`src/rtl/pcm_timing_pkg.sv`:
```
package pcm_timing_pkg;
  localparam int LIM_W    = 13;
  localparam int RATE_W   = 8;
  localparam int SLIM_W   = 8;
  localparam int POS_W    = SLIM_W + 4;
  localparam int LO_LIMIT = 125;
  localparam int LO_RATE_BASE = 8;
  localparam int LO_LEN_BASE  = 16;

  localparam int B_SHORT = 2;
  localparam int B_MUTE  = 8;
  localparam int B_HI    = 11;
  localparam int B_WIDE  = 12;
  localparam int B_RSEL  = 21;

  typedef struct packed {
    logic              hi;
    logic              short_sync;
    logic              wide;
    logic              mute;
    logic [RATE_W-1:0] rate;
    logic [LIM_W-1:0]  limit;
    logic [POS_W-1:0]  flen;
  } pcm_mode_t;

  function automatic pcm_mode_t decode_mode(input logic [31:0] mw,
                                            input logic [31:0] jw);
    pcm_mode_t m;
    logic [SLIM_W-1:0] sl;
    m            = '0;
    sl           = jw[31 -: SLIM_W];
    m.hi         = mw[B_HI];
    m.short_sync = mw[B_SHORT];
    m.mute       = mw[B_MUTE];
    m.wide       = mw[B_HI] & mw[B_WIDE];
    if (mw[B_HI]) begin
      m.rate  = jw[16 +: RATE_W];
      m.limit = jw[LIM_W-1:0];
      m.flen  = (sl == '0) ? POS_W'(1 << (SLIM_W + 3)) : POS_W'({sl, 3'b000});
    end else begin
      m.limit = LIM_W'(LO_LIMIT);
      case (mw[B_RSEL +: 2])
        2'b01:   begin m.rate = RATE_W'(LO_RATE_BASE);     m.flen = POS_W'(LO_LEN_BASE);     end
        2'b10:   begin m.rate = RATE_W'(LO_RATE_BASE * 4); m.flen = POS_W'(LO_LEN_BASE * 4); end
        default: begin m.rate = RATE_W'(LO_RATE_BASE * 2); m.flen = POS_W'(LO_LEN_BASE * 2); end
      endcase
    end
    return m;
  endfunction
endpackage

```
`src/rtl/pcm_mode_reg.sv`:
```
module pcm_mode_reg
  import pcm_timing_pkg::*;
(
  input  logic        clk,
  input  logic        rst_n,
  input  logic [31:0] mode_word,
  input  logic [31:0] jit_word,
  input  logic        load,
  output pcm_mode_t   act,
  output pcm_mode_t   pend,
  output logic        halted
);
  pcm_mode_t act_q, act_n;

  assign pend   = decode_mode(mode_word, jit_word);
  assign halted = act_q.hi && (act_q.limit == '0);
  assign act    = act_q;

  always_comb begin
    act_n = act_q;
    if (load || halted) act_n = pend;
  end

  always_ff @(posedge clk or negedge rst_n) begin
    if (!rst_n) act_q <= decode_mode(32'h0, 32'h0);
    else        act_q <= act_n;
  end

  // the active mode changes only on a boundary load or while halted
  p_load_at_boundary_r9: assert property (@(posedge clk) disable iff (!rst_n)
    (act_q != $past(act_q)) |-> ($past(load) || $past(halted)));
endmodule

```
`src/rtl/pcm_rate_acc.sv`:
```
module pcm_rate_acc
  import pcm_timing_pkg::*;
(
  input  logic              clk,
  input  logic              rst_n,
  input  logic              tick,
  input  logic              halted,
  input  logic              restart,
  input  logic [RATE_W-1:0] rate,
  input  logic [LIM_W-1:0]  limit,
  output logic              clk_out,
  output logic              rise
);
  logic [LIM_W-1:0] acc_q, acc_n;
  logic             clk_q, clk_n;
  logic [LIM_W:0]   sum;
  logic             wrap;

  always_comb begin
    sum  = {1'b0, acc_q} + {{(LIM_W + 1 - RATE_W){1'b0}}, rate};
    wrap = tick && !halted && (sum >= {1'b0, limit});
    rise = wrap && !clk_q;
    acc_n = acc_q;
    clk_n = clk_q;
    if (halted) begin
      acc_n = '0;
      clk_n = 1'b0;
    end else if (tick) begin
      acc_n = wrap ? LIM_W'(sum - {1'b0, limit}) : LIM_W'(sum);
      clk_n = wrap ? ~clk_q : clk_q;
      if (restart) acc_n = '0;
    end
  end

  always_ff @(posedge clk or negedge rst_n) begin
    if (!rst_n) begin
      acc_q <= '0;
      clk_q <= 1'b0;
    end else begin
      acc_q <= acc_n;
      clk_q <= clk_n;
    end
  end

  assign clk_out = clk_q;

  p_halt_low_r10: assert property (@(posedge clk) disable iff (!rst_n)
    halted |=> !clk_q);
  p_acc_bound_r11: assert property (@(posedge clk) disable iff (!rst_n)
    (!halted && ({1'b0, rate} < {{(RATE_W - LIM_W + 1 > 0 ? 0 : 1){1'b0}}, 1'b0, limit}))
      |-> (acc_q < limit));
  p_idle_no_toggle_r11: assert property (@(posedge clk) disable iff (!rst_n)
    (!tick && !halted) |=> $stable(clk_q));
endmodule

```
`src/rtl/pcm_frame_seq.sv`:
```
module pcm_frame_seq
  import pcm_timing_pkg::*;
(
  input  logic      clk,
  input  logic      rst_n,
  input  logic      rise,
  input  logic      halted,
  input  pcm_mode_t act,
  input  pcm_mode_t pend,
  output logic      load,
  output logic      sync_out,
  output logic      fs_out
);
  logic [POS_W-1:0] pos_q, pos_n, last, width;
  logic             at_end_q, sync_q, fs_q;
  logic             sync_n;
  pcm_mode_t        sel;

  always_comb begin
    sel   = at_end_q ? pend : act;
    load  = rise && at_end_q;
    last  = sel.flen - POS_W'(1);
    width = sel.wide ? POS_W'(16) : POS_W'(8);
    pos_n = at_end_q ? '0 : pos_q + POS_W'(1);
    if (sel.mute || (sel.hi && sel.limit == '0)) sync_n = 1'b0;
    else if (sel.short_sync)                     sync_n = (pos_n == last);
    else                                         sync_n = (pos_n < width);
  end

  always_ff @(posedge clk or negedge rst_n) begin
    if (!rst_n) begin
      pos_q    <= '0;
      at_end_q <= 1'b1;
      sync_q   <= 1'b0;
      fs_q     <= 1'b0;
    end else if (halted) begin
      pos_q    <= '0;
      at_end_q <= 1'b1;
      fs_q     <= 1'b0;
    end else if (rise) begin
      pos_q    <= pos_n;
      at_end_q <= (pos_n == last);
      sync_q   <= sync_n;
      fs_q     <= at_end_q;
    end else begin
      fs_q     <= 1'b0;
    end
  end

  assign sync_out = sync_q;
  assign fs_out   = fs_q;

  p_long_at_start_r5: assert property (@(posedge clk) disable iff (!rst_n)
    (fs_q && !act.short_sync && !act.mute && !halted) |-> sync_q);
  p_mute_r7: assert property (@(posedge clk) disable iff (!rst_n)
    act.mute |-> !sync_q);
  p_fs_single_r8: assert property (@(posedge clk) disable iff (!rst_n)
    fs_q |=> !fs_q);
endmodule

```
`src/rtl/pcm_timing_gen.sv`:
```
module pcm_timing_gen
  import pcm_timing_pkg::*;
(
  input  logic        clk,
  input  logic        rst_n,
  input  logic        lo_ref_en,
  input  logic        hi_ref_en,
  input  logic [31:0] mode_word,
  input  logic [31:0] jit_word,
  output logic        pcm_clk,
  output logic        pcm_sync,
  output logic        frame_start
);
  pcm_mode_t act, pend;
  logic      halted, load, rise, tick;

  assign tick = act.hi ? hi_ref_en : lo_ref_en;

  pcm_mode_reg u_mode (
    .clk(clk), .rst_n(rst_n), .mode_word(mode_word), .jit_word(jit_word),
    .load(load), .act(act), .pend(pend), .halted(halted)
  );

  pcm_rate_acc u_acc (
    .clk(clk), .rst_n(rst_n), .tick(tick), .halted(halted), .restart(load),
    .rate(act.rate), .limit(act.limit), .clk_out(pcm_clk), .rise(rise)
  );

  pcm_frame_seq u_seq (
    .clk(clk), .rst_n(rst_n), .rise(rise), .halted(halted), .act(act),
    .pend(pend), .load(load), .sync_out(pcm_sync), .fs_out(frame_start)
  );

  p_sync_on_rise_r8: assert property (@(posedge clk) disable iff (!rst_n)
    !$stable(pcm_sync) |-> $rose(pcm_clk));
  p_fs_on_rise_r8: assert property (@(posedge clk) disable iff (!rst_n)
    frame_start |-> $rose(pcm_clk));
  p_short_fall_r6: assert property (@(posedge clk) disable iff (!rst_n)
    ($fell(pcm_sync) && act.short_sync) |-> frame_start);
endmodule

```
`config.mk`:
```
export PLATFORM = sky130hd
export DESIGN_NAME = pcm_timing_gen
export DESIGN_NICKNAME = d
export VERILOG_FILES = /design/src/rtl/pcm_timing_pkg.sv /design/src/rtl/pcm_mode_reg.sv /design/src/rtl/pcm_rate_acc.sv /design/src/rtl/pcm_frame_seq.sv /design/src/rtl/pcm_timing_gen.sv
export SDC_FILE = /design/constraint.sdc
export NUM_CORES = 1
export LEC_CHECK = 0
export BUFFER_PORTS_ARGS = -buffer_cell sky130_fd_sc_hd__buf_2
export CORE_ASPECT_RATIO = 0.6
export CORE_MARGIN = 2
export CORE_UTILIZATION = 50
export CTS_BUF_LIST = sky130_fd_sc_hd__clkbuf_4
export CTS_CLUSTER_DIAMETER = 100
export DETAILED_ROUTE_END_ITERATION = 8
export GPL_TIMING_DRIVEN = 0
export PLACE_DENSITY = 0.72
export SLEW_MARGIN = 20
export SYNTH_ARGS = -nofsm -noshare
export SYNTH_HDL_FRONTEND = slang
export SYNTH_SLANG_ARGS = --single-unit
```
`constraint.sdc`:
```
create_clock -name clk -period 5.4 [get_ports clk]
set_input_delay 0.54 -clock clk [delete_from_list [all_inputs] [get_ports clk]]
set_output_delay 0.54 -clock clk [all_outputs]
set_load 0.02 [all_outputs]
```
# == Word-level counts from Yosys, hierarchy flattened ==
# Cells that the tools add are included.
# op_classes
n_addsub,4
n_lt_le_gt_ge,2
eq_ne,3
n_mux,23
bitwise_logic,3
n_reduce_logical,18
# op_table
operator,count
$mux 13,4
$mux 12,4
$mux 37,1
$mux 33,1
$logic_not 13->1,2
$add 13x8->14,1
$ge 14x13->1,1
$pmux 7 s2,1
$sub 13x13->13,1
$add 12x1->12 const B,1
$eq 12x12->1,1
$lt 12x12->1,1
$pmux 6 s2,1
$sub 12x1->12 const B,1
$mux 1,10
$logic_not 8->1,1
$logic_and 1x1->1,6
$reduce_bool 2->1,3
$mux 5,1
$reduce_and 2->1,2
$eq 2x1->1 const B,1
$eq 2x2->1 const B,1
$logic_not 1->1,2
$logic_or 1x1->1,2
other kinds (2),3
# totals
regBits,66
input_bits,68
output_inout_bits,3

# == Longest topological paths before layout ==
# Gate-level depths: netlist (run 1).
# depth
word_depth,10
mapped_depth,20

# == Modules after synthesis ==
# From an unflattened synthesis (run 1), not the netlist that was laid out.
# hier_totals
hier_cells,595
area_unflattened_um2,5427.7
# by_module_without_submodules
mod,n_inst,cells_per_inst,area_each_um2,seq_area_each_um2
pcm_rate_acc,1,223,1864.3,350.3
pcm_mode_reg,1,138,1824.2,860.8
pcm_frame_seq,1,233,1724.2,376.6
pcm_timing_gen,1,1,15.0,0.0

# == Least setup slack after synthesis (run 1) ==
# Ideal clock, no wire load.
# synth_timing
path_kind,reg-to-reg
startpoint,register u_mode.act_q (netlist bit u_mode.act[25])
endpoint,register u_seq.pos_q[9]
setup_ps,78
t_arrival_ps,4097
path_slack_ps,1225
stages_incl_launch_ff,19
path_buffers,1
synth_period_minus_slack_ps,4175
cell_sequence,dfrtp_1 -> ha_1 -> fa_1 -> a21o_1 -> nand2_1 -> a21oi_1 -> o41ai_1 -> nor2_1 -> xor2_1 -> ha_1 -> nand4_1 -> nor4_1 -> o21ai_0 -> a21boi_1 -> o211a_1 -> or2_1 -> clkbuf_1 -> or4b_1 -> a21oi_1
# synth_between
elab_chain_cells,5
# synth_lines
element,line_no,rtl
"start, declared",pcm_mode_reg.sv:13,"pcm_mode_t act_q, act_n;"
"start signal, assigned",pcm_mode_reg.sv:25,"if (!rst_n) act_q <= decode_mode(32'h0, 32'h0);"
"start signal, assigned",pcm_mode_reg.sv:26,else act_q <= act_n;
$add 13x8->14,pcm_rate_acc.sv:20,"sum = {1'b0, acc_q} + {{(LIM_W + 1 - RATE_W){1'b0}}, rate};"
$ge 14x13->1,pcm_rate_acc.sv:21,"wrap = tick && !halted && (sum >= {1'b0, limit});"
$logic_and 1x1->1,pcm_rate_acc.sv:21,
$logic_and 1x1->1,pcm_rate_acc.sv:22,rise = wrap && !clk_q;
$reduce_bool 2->1 (no line),n/a,
"end signal, assigned",pcm_frame_seq.sv:41,pos_q <= pos_n;
"end, declared",pcm_frame_seq.sv:14,"logic [POS_W-1:0] pos_q, pos_n, last, width;"
# No other way between the ends.
# A chain may end at the register's enable or synchronous reset.

# == Final worst setup path (run 1) ==
# layout_timing
startpoint,register u_acc.acc_q[0]
endpoint,register u_mode.act_q (netlist bit u_mode.act[27])
# layout_between
elab_chain_cells,6
# layout_lines
element,line_no,rtl
"start, declared",pcm_rate_acc.sv:14,"logic [LIM_W-1:0] acc_q, acc_n;"
"start signal, assigned",pcm_rate_acc.sv:40,acc_q <= acc_n;
$add 13x8->14,pcm_rate_acc.sv:20,
$ge 14x13->1,pcm_rate_acc.sv:21,
$logic_and 1x1->1,pcm_rate_acc.sv:21,
$logic_and 1x1->1,pcm_rate_acc.sv:22,
$logic_and 1x1->1,pcm_frame_seq.sv:21,load = rise && at_end_q;
$logic_or 1x1->1,pcm_mode_reg.sv:21,if (load || halted) act_n = pend;
# No other way between the ends.

==> flow_summary.json, run 1 <==
{
  "status": "finished, final reports clean",
  "io_pins": 71,
  "ant_nets": 0,
  "synth_edf_count": 0,
  "worst_slew_margin_rel_pct": 52.6,
  "placed_cell_area_sq_um": 5040,
  "tns_ns": 0,
  "synthDistinctLibCells": 60,
  "cts_tree": "built",
  "crit_path_cell_trace": "ha_1 > fa_1 > a21o_1 > nand2_1 > a21oi_1 > o41ai_4 > nor2_1 > xor2_1 > ha_1 > nand4_1 > nor4_1 > o21ai_0 > a21boi_1 > o211a_1 > buf_2 > o21ai_1 > buf_2 > clkbuf_1 > nand3_1 > nand2_1",
  "finalCriticalPeriod_ns": 4.99,
  "fin_crit_sh_pct": 92.4,
  "synthToLayoutAreaGrowth_pct": 13.0,
  "yosysTopAreaCell": "dfrtp_1",
  "initial_core_util_pct": 51.1,
  "yosys-top-cells-count": "nand2_1 (68), dfrtp_1 (54), nor2_1 (46)",
  "rsz0062_at_grt": "no",
  "crit_type": "flip-flop to flip-flop",
  "r2r_slack_ns": 0.41,
  "post-place-ws_ns": 0.442,
  "synth_seq_cells": 63,
  "grt_max_degree": 52,
  "cp.required_ns": 5.77,
  "rows": 27,
  "synth-seq-area-share_pct": 34.1,
  "p_per_area_nw_per_um2": 650,
  "syn_inst": 559,
  "avgSynthCellArea_sq_um": 8.34,
  "antenna_cells": 0,
  "nets": 708,
  "dp.final_hpwl_um": 10400,
  "worst_slew_pin_slew_ns": 0.710,
  "startpoint": "u_acc.acc_q[0]",
  "first_pass_iters": 5,
  "drive_gt1_share_pct": 14.6,
  "via_per_inst": 6.13,
  "cts_buffer_depth": 2,
  "fin_ws_ns": 0.410,
  "drc": 0,
  "finalMaxSlewViolations": 0,
  "final_hold_viol_count": 0,
  "clock_skew_ns": 0.0236,
  "grt_pass1_vias": 4150,
  "numCtsBuffers": 9,
  "yosysWarnings": 0,
  "grt_use_total_pct": 28.4,
  "fp.dieArea_sq_um": 10100,
  "wl_per_cell_um": 18.6,
  "antenna_found_initial": 0,
  "path_clk_slew_ns": 0.12,
  "worstRegToRegCells": 20,
  "root_buffer": "clkbuf_4",
  "io_buffers": 40,
  "synth.top_cell.area_share_pct": 29.0,
  "synth_area_sq_um": 4660,
  "drt_iter0_markers": 531,
  "post-cts-setup-buffer-count": 0,
  "dieWidth_um": 129,
  "end_kind": "flip-flop",
  "leakagePower_nw": 2.42,
  "critical-path-slowest-cell": "clkbuf_1",
  "maxCapViolCount": 0,
  "worstPathMaxFanout": 10,
  "die_h_um": 78.8,
  "rr_endpoint": "u_mode.act[27]",
  "synth-main-ff-cell": "dfrtp_1",
  "fmax_mhz": 200,
  "yosysMostFrequentCell": "nand2_1",
  "start_kind": "flip-flop",
  "cts.sinks": 63,
  "core_sq_um": 9120,
  "place.gp.congestion": 1.03,
  "slowest_delay_ns": 0.52,
  "ys_async_sr_fraction_pct": 100,
  "grt_pass1_wl_um": 22000,
  "design_area_sq_um": 5270,
  "hold_class": "input port to flip-flop",
  "vias": 4493,
  "cp_data_arrival_time_ns": 5.36,
  "setup-violations-final": 0,
  "synth_area_leaders": "dfrtp_1 (29%), ha_1 (7.0%), nand2_1 (5.5%)",
  "ir_worst_vdd_mv": 0.286,
  "crit_end": "u_mode.act[27]",
  "routed_wl_um": 13600,
  "grt_overflow": 0,
  "htree_num_levels": 3,
  "syn_nets": 655,
  "r2r_start": "u_acc.acc_q[0]",
  "nFillCells": 844,
  "clkLatencyLatePin_ns": 0.45
}
## cell type report
type | instances | area [sq um] | share of cell area, %
multi-input cells | 440 | 2870 | 54.4
flip-flops and latches | 63 | 1590 | 30.1
clock inverters | 7 | 135 | 2.57
inverters | 26 | 97.6 | 1.85
well taps | 116 | 145 | 2.76
repair buffers | 42 | 240 | 4.56
plain buffers | 30 | 126 | 2.40
clock buffers | 9 | 67.6 | 1.28
## cell usage in the layout, fill, tap and decap left out, types with 11 or more instances in the layout
master and instances:
clkbuf_1 16, ha_1 26, nand2_1 68, inv_1 25
nor3_1 15, dfrtp_1 54, nor2_1 46, nand3_1 30
buf_2 50, a21oi_1 39, o21a_1 11, o21ai_0 32
xor2_1 17, xnor2_1 24, o21ai_1 11
## kinds of logic after synthesis
group | share of synthesized area (%)
flops | 34.1
xor+xnor | 9.02
fa+ha+maj | 7.84
simple gates | 23.9
compound gates | 18.1
mux | 2.20
buf+inv | 4.81
## timing repair
| action | in CTS | in global routing |
|---|---|---|
| resized for setup | 0 | 1 |
| hold buffers | 1 | 0 |
| endpoints found under the hold margin | 12 | 0 |
| setup endpoints to repair | 0 | 5 |
## per-layer routing
layer | wire length [um] | global-route usage (%) | part of all wire, % | vias up
met5 | 0 | 0 | 0 | -
met4 | 203 | 7.07 | 1.5 | 0
met3 | 1460 | 9.57 | 11 | 20
met2 | 5230 | 37.9 | 38 | 223
met1 | 6720 | 43.1 | 49 | 2156
li1 | - | - | - | 2094
## stage by stage
stage	total power, mW	hold slack (ns)	util, %	cells
2_1_floorplan	2.41	0.244	-	559
3_3_place_gp	2.82	0.460	54.9	715
3_5_place_dp	2.89	0.407	55.3	716
4_1_cts	3.37	0.319	57.6	733
5_1_grt	3.72	0.341	57.8	733
6_report	3.43	0.331	57.8	733
## how the worst min path moves through the flow
| stage | start | to | slack (ns) | cells after the start |
|---|---|---|---|---|
| after floorplan | rst_n | u_acc.acc_q[0] | 0.24 | 0 |
| after global placement | u_mode.act[11] | u_mode.act[11] | 0.46 | 2 |
| after detailed placement | rst_n | u_seq.pos_q[2] | 0.41 | 1 |
| after CTS | jit_word[0] | u_mode.act[12] | 0.32 | 3 |
| after global routing | jit_word[17] | u_mode.act[26] | 0.34 | 3 |
| final | jit_word[0] | u_mode.act[12] | 0.33 | 3 |
## where the power goes
part	total (mW)	internal [mW]	switching, mW	leakage, nW
clock network	0.472	0.278	0.194	0.101
logic	2.12	0.892	1.23	1.52
registers	0.835	0.668	0.167	0.794
total	3.43	1.84	1.59	2.42
## critical path, delay by kind of cell, from the launching register on
family,cells,cell delay (ns)
compound gates,7,1.47
fa+ha+maj,3,1.01
buf+inv,3,1.00
simple gates,6,0.83
flops,1,0.43
xor+xnor,1,0.18
## state kept, by name, indices dropped and copies added (netlist names)
name / count
u_seq.sync_out: 1
u_mode.act: 34
u_seq.fs_out: 1
u_acc.clk_out: 1
u_acc.acc_q: 13
u_seq.at_end_q: 1
u_seq.pos_q: 12
(Power assumes the default switching activity.)
==> run 2, diff against run 1 <==
--- a/config.mk
+++ b/config.mk
@@ -8,12 +8,11 @@
 export BUFFER_PORTS_ARGS = -buffer_cell sky130_fd_sc_hd__buf_2
 export CORE_ASPECT_RATIO = 0.6
 export CORE_MARGIN = 2
-export CORE_UTILIZATION = 50
+export CORE_UTILIZATION = 30
 export CTS_BUF_LIST = sky130_fd_sc_hd__clkbuf_4
 export CTS_CLUSTER_DIAMETER = 100
 export DETAILED_ROUTE_END_ITERATION = 8
 export GPL_TIMING_DRIVEN = 0
-export PLACE_DENSITY = 0.72
 export SLEW_MARGIN = 20
 export SYNTH_ARGS = -nofsm -noshare
 export SYNTH_HDL_FRONTEND = slang
==> run 2 against run 1 <==
  * Worst hold slack improved by 0.014 ns
  * Global-route usage fell by 10 points
  * Combinational power barely moved
  * Largest cell class unchanged
  * Highest routed layer unchanged
  * Worst setup slack got worse by 0.11 ns
  * Largest power group unchanged
  * Sequential share of layout area barely moved
  * Fmax fell by 2.2%
  * Critical endpoint unchanged
==> flow_summary.json, run 2 (synthesis results as in run 1) <==
{
  "cp.required_ns": 5.77,
  "core_sq_um": 15300,
  "finalMaxSlewViolations": 0,
  "vias": 4348,
  "startpoint": "u_acc.acc_q[0]",
  "intPower_mw": 1.66,
  "instances_no_fill": 821,
  "grt_pass1_vias": 3944,
  "p_seq_share_pct": 25.5,
  "critical-path-slowest-cell": "clkbuf_1",
  "p_per_area_nw_per_um2": 622,
  "drive_gt1_share_pct": 14.7,
  "r2r_start": "u_acc.acc_q[0]",
  "synthToLayoutAreaGrowth_pct": 13.2,
  "leakagePower_nw": 2.38,
  "end_kind": "flip-flop",
  "dp.final_hpwl_um": 11500,
  "slowest_delay_ns": 0.51,
  "numCtsBuffers": 9,
  "cp_data_arrival_time_ns": 5.47,
  "die_h_um": 101,
  "worst_slew_margin_rel_pct": 46.0,
  "start_kind": "flip-flop",
  "worst_slew_pin_slew_ns": 0.804,
  "whs_ns": 0.345,
  "path_clk_slew_ns": 0.11,
  "maxCapViolCount": 0,
  "initial_core_util_pct": 30.5,
  "ant_nets": 0,
  "first_pass_iters": 5,
  "nFillCells": 1616,
  "grt_use_total_pct": 18.4,
  "grt_overflow": 0,
  "antenna_cells": 0,
  "cts_resized": 0,
  "crit_type": "flip-flop to flip-flop",
  "final_hold_viol_count": 0,
  "grt_pass1_wl_um": 22800,
  "fin_crit_sh_pct": 94.5,
  "p_clk_share_pct": 8.8,
  "status": "finished, final reports clean",
  "min_from": "jit_word[17]",
  "largest_reg_flops": 34,
  "crit_path_cell_trace": "ha_1 > fa_1 > a21o_1 > nand2_1 > a21oi_1 > o41ai_2 > buf_2 > nor2_1 > xor2_1 > ha_1 > nand4_1 > nor4_1 > o21ai_0 > a21boi_1 > o211a_1 > buf_2 > o21ai_1 > buf_2 > clkbuf_1 > nand3_1 > nand2_1",
  "cts.sinks": 63,
  "finalCriticalPeriod_ns": 5.10,
  "nets": 709,
  "tns_ns": 0,
  "routed_wl_um": 14500,
  "rsz0062_at_grt": "no",
  "post-place-ws_ns": 0.465,
  "antenna_found_initial": 0,
  "fp.dieArea_sq_um": 16600,
  "final_cell_mix": "nand2_1 (68), dfrtp_1 (54), buf_2 (51)",
  "drc": 0,
  "grt_max_degree": 51,
  "htree_num_levels": 3,
  "clkLatencyLatePin_ns": 0.43,
  "hold_class": "input port to flip-flop",
  "root_buffer": "clkbuf_4",
  "worstPathMaxFanout": 10,
  "switching_share_pct": 49.4,
  "layout_commonest_cell": "nand2_1",
  "clock_skew_ns": 0.0206,
  "rows": 35,
  "cts_buffer_depth": 2,
  "place.gp.congestion": 0.908,
  "wl_per_cell_um": 17.7,
  "via_per_inst": 5.30,
  "switchingPower_mw": 1.62,
  "io_buffers": 40,
  "drt_iter0_markers": 510,
  "fmax_mhz": 196,
  "dp_cells": 804,
  "dieWidth_um": 165,
  "setup-violations-final": 0,
  "crit_top_cell": "buf_2",
  "fin_ws_ns": 0.298,
  "io_pins": 71,
  "cts_tree": "built",
  "ir_worst_vdd_mv": 0.229,
  "p_comb_share_pct": 65.7
}
[run 2: repair_timing]
| action | 4_1_cts | 5_1_grt |
|---|---|---|
| hold endpoints to repair | 13 | 0 |
| setup buffers | 0 | 0 |
| hold buffers | 1 | 0 |
[run 2: layout make-up]
cell class	instances	area, sq um	share of cell area (%)
flip-flops and latches	63	1590	30.1
inverters	26	97.6	1.85
clock buffers	11	82.6	1.57
well taps	203	254	4.81
clock inverters	5	25.0	0.474
multi-input cells	440	2860	54.2
plain buffers	30	126	2.40
repair buffers	43	245	4.65
[run 2: layer usage]
metal,vias to the layer above,GRT usage [%],routed length [um]
met4,0,3.08,114
li1,2106,-,-
met5,-,0,0
met1,2046,32.6,8160
met2,182,20.2,4720
met3,14,4.90,1530
[run 2: critical path: cells and delay by family, from the launching register on]
kind,cells,cell delay [ns]
fa+ha+maj,3,1.06
simple gates,6,0.99
buf+inv,4,1.24
flops,1,0.44
xor+xnor,1,0.15
compound gates,7,1.17
[run 2: path summary, 6_finish.rpt]
check	to	slack (ns)	cells after the start
worst max-delay path	u_mode.act[27]	0.30	21
worst min-delay path	u_mode.act[26]	0.34	3
worst max register to register	u_mode.act[27]	0.30	21
worst min register to register	u_mode.act[32]	0.49	2
max in group asynchronous	u_mode.act[12]	4.31	3
min in group asynchronous	u_seq.pos_q[0]	0.51	2
[run 2: per-stage QoR]
stage / util (%) / instance area, sq um / total power [mW]
6_report: 34.5 / 5280 / 3.28
5_1_grt: 34.5 / 5280 / 3.58
4_1_cts: 34.5 / 5280 / 3.24
3_5_place_dp: 33.7 / 5160 / 2.94
3_3_place_gp: 33.5 / 5110 / 2.91
2_1_floorplan: - / 4660 / 2.41
[run 2: power by group through the flow]
stage	clock network [mW]	logic [mW]	registers, mW
after detailed placement	0	2.09	0.844
after CTS	0.296	2.11	0.833
after floorplan	0	1.61	0.795
after global routing	0.309	2.41	0.856
final	0.290	2.15	0.836
after global placement	0	2.07	0.843
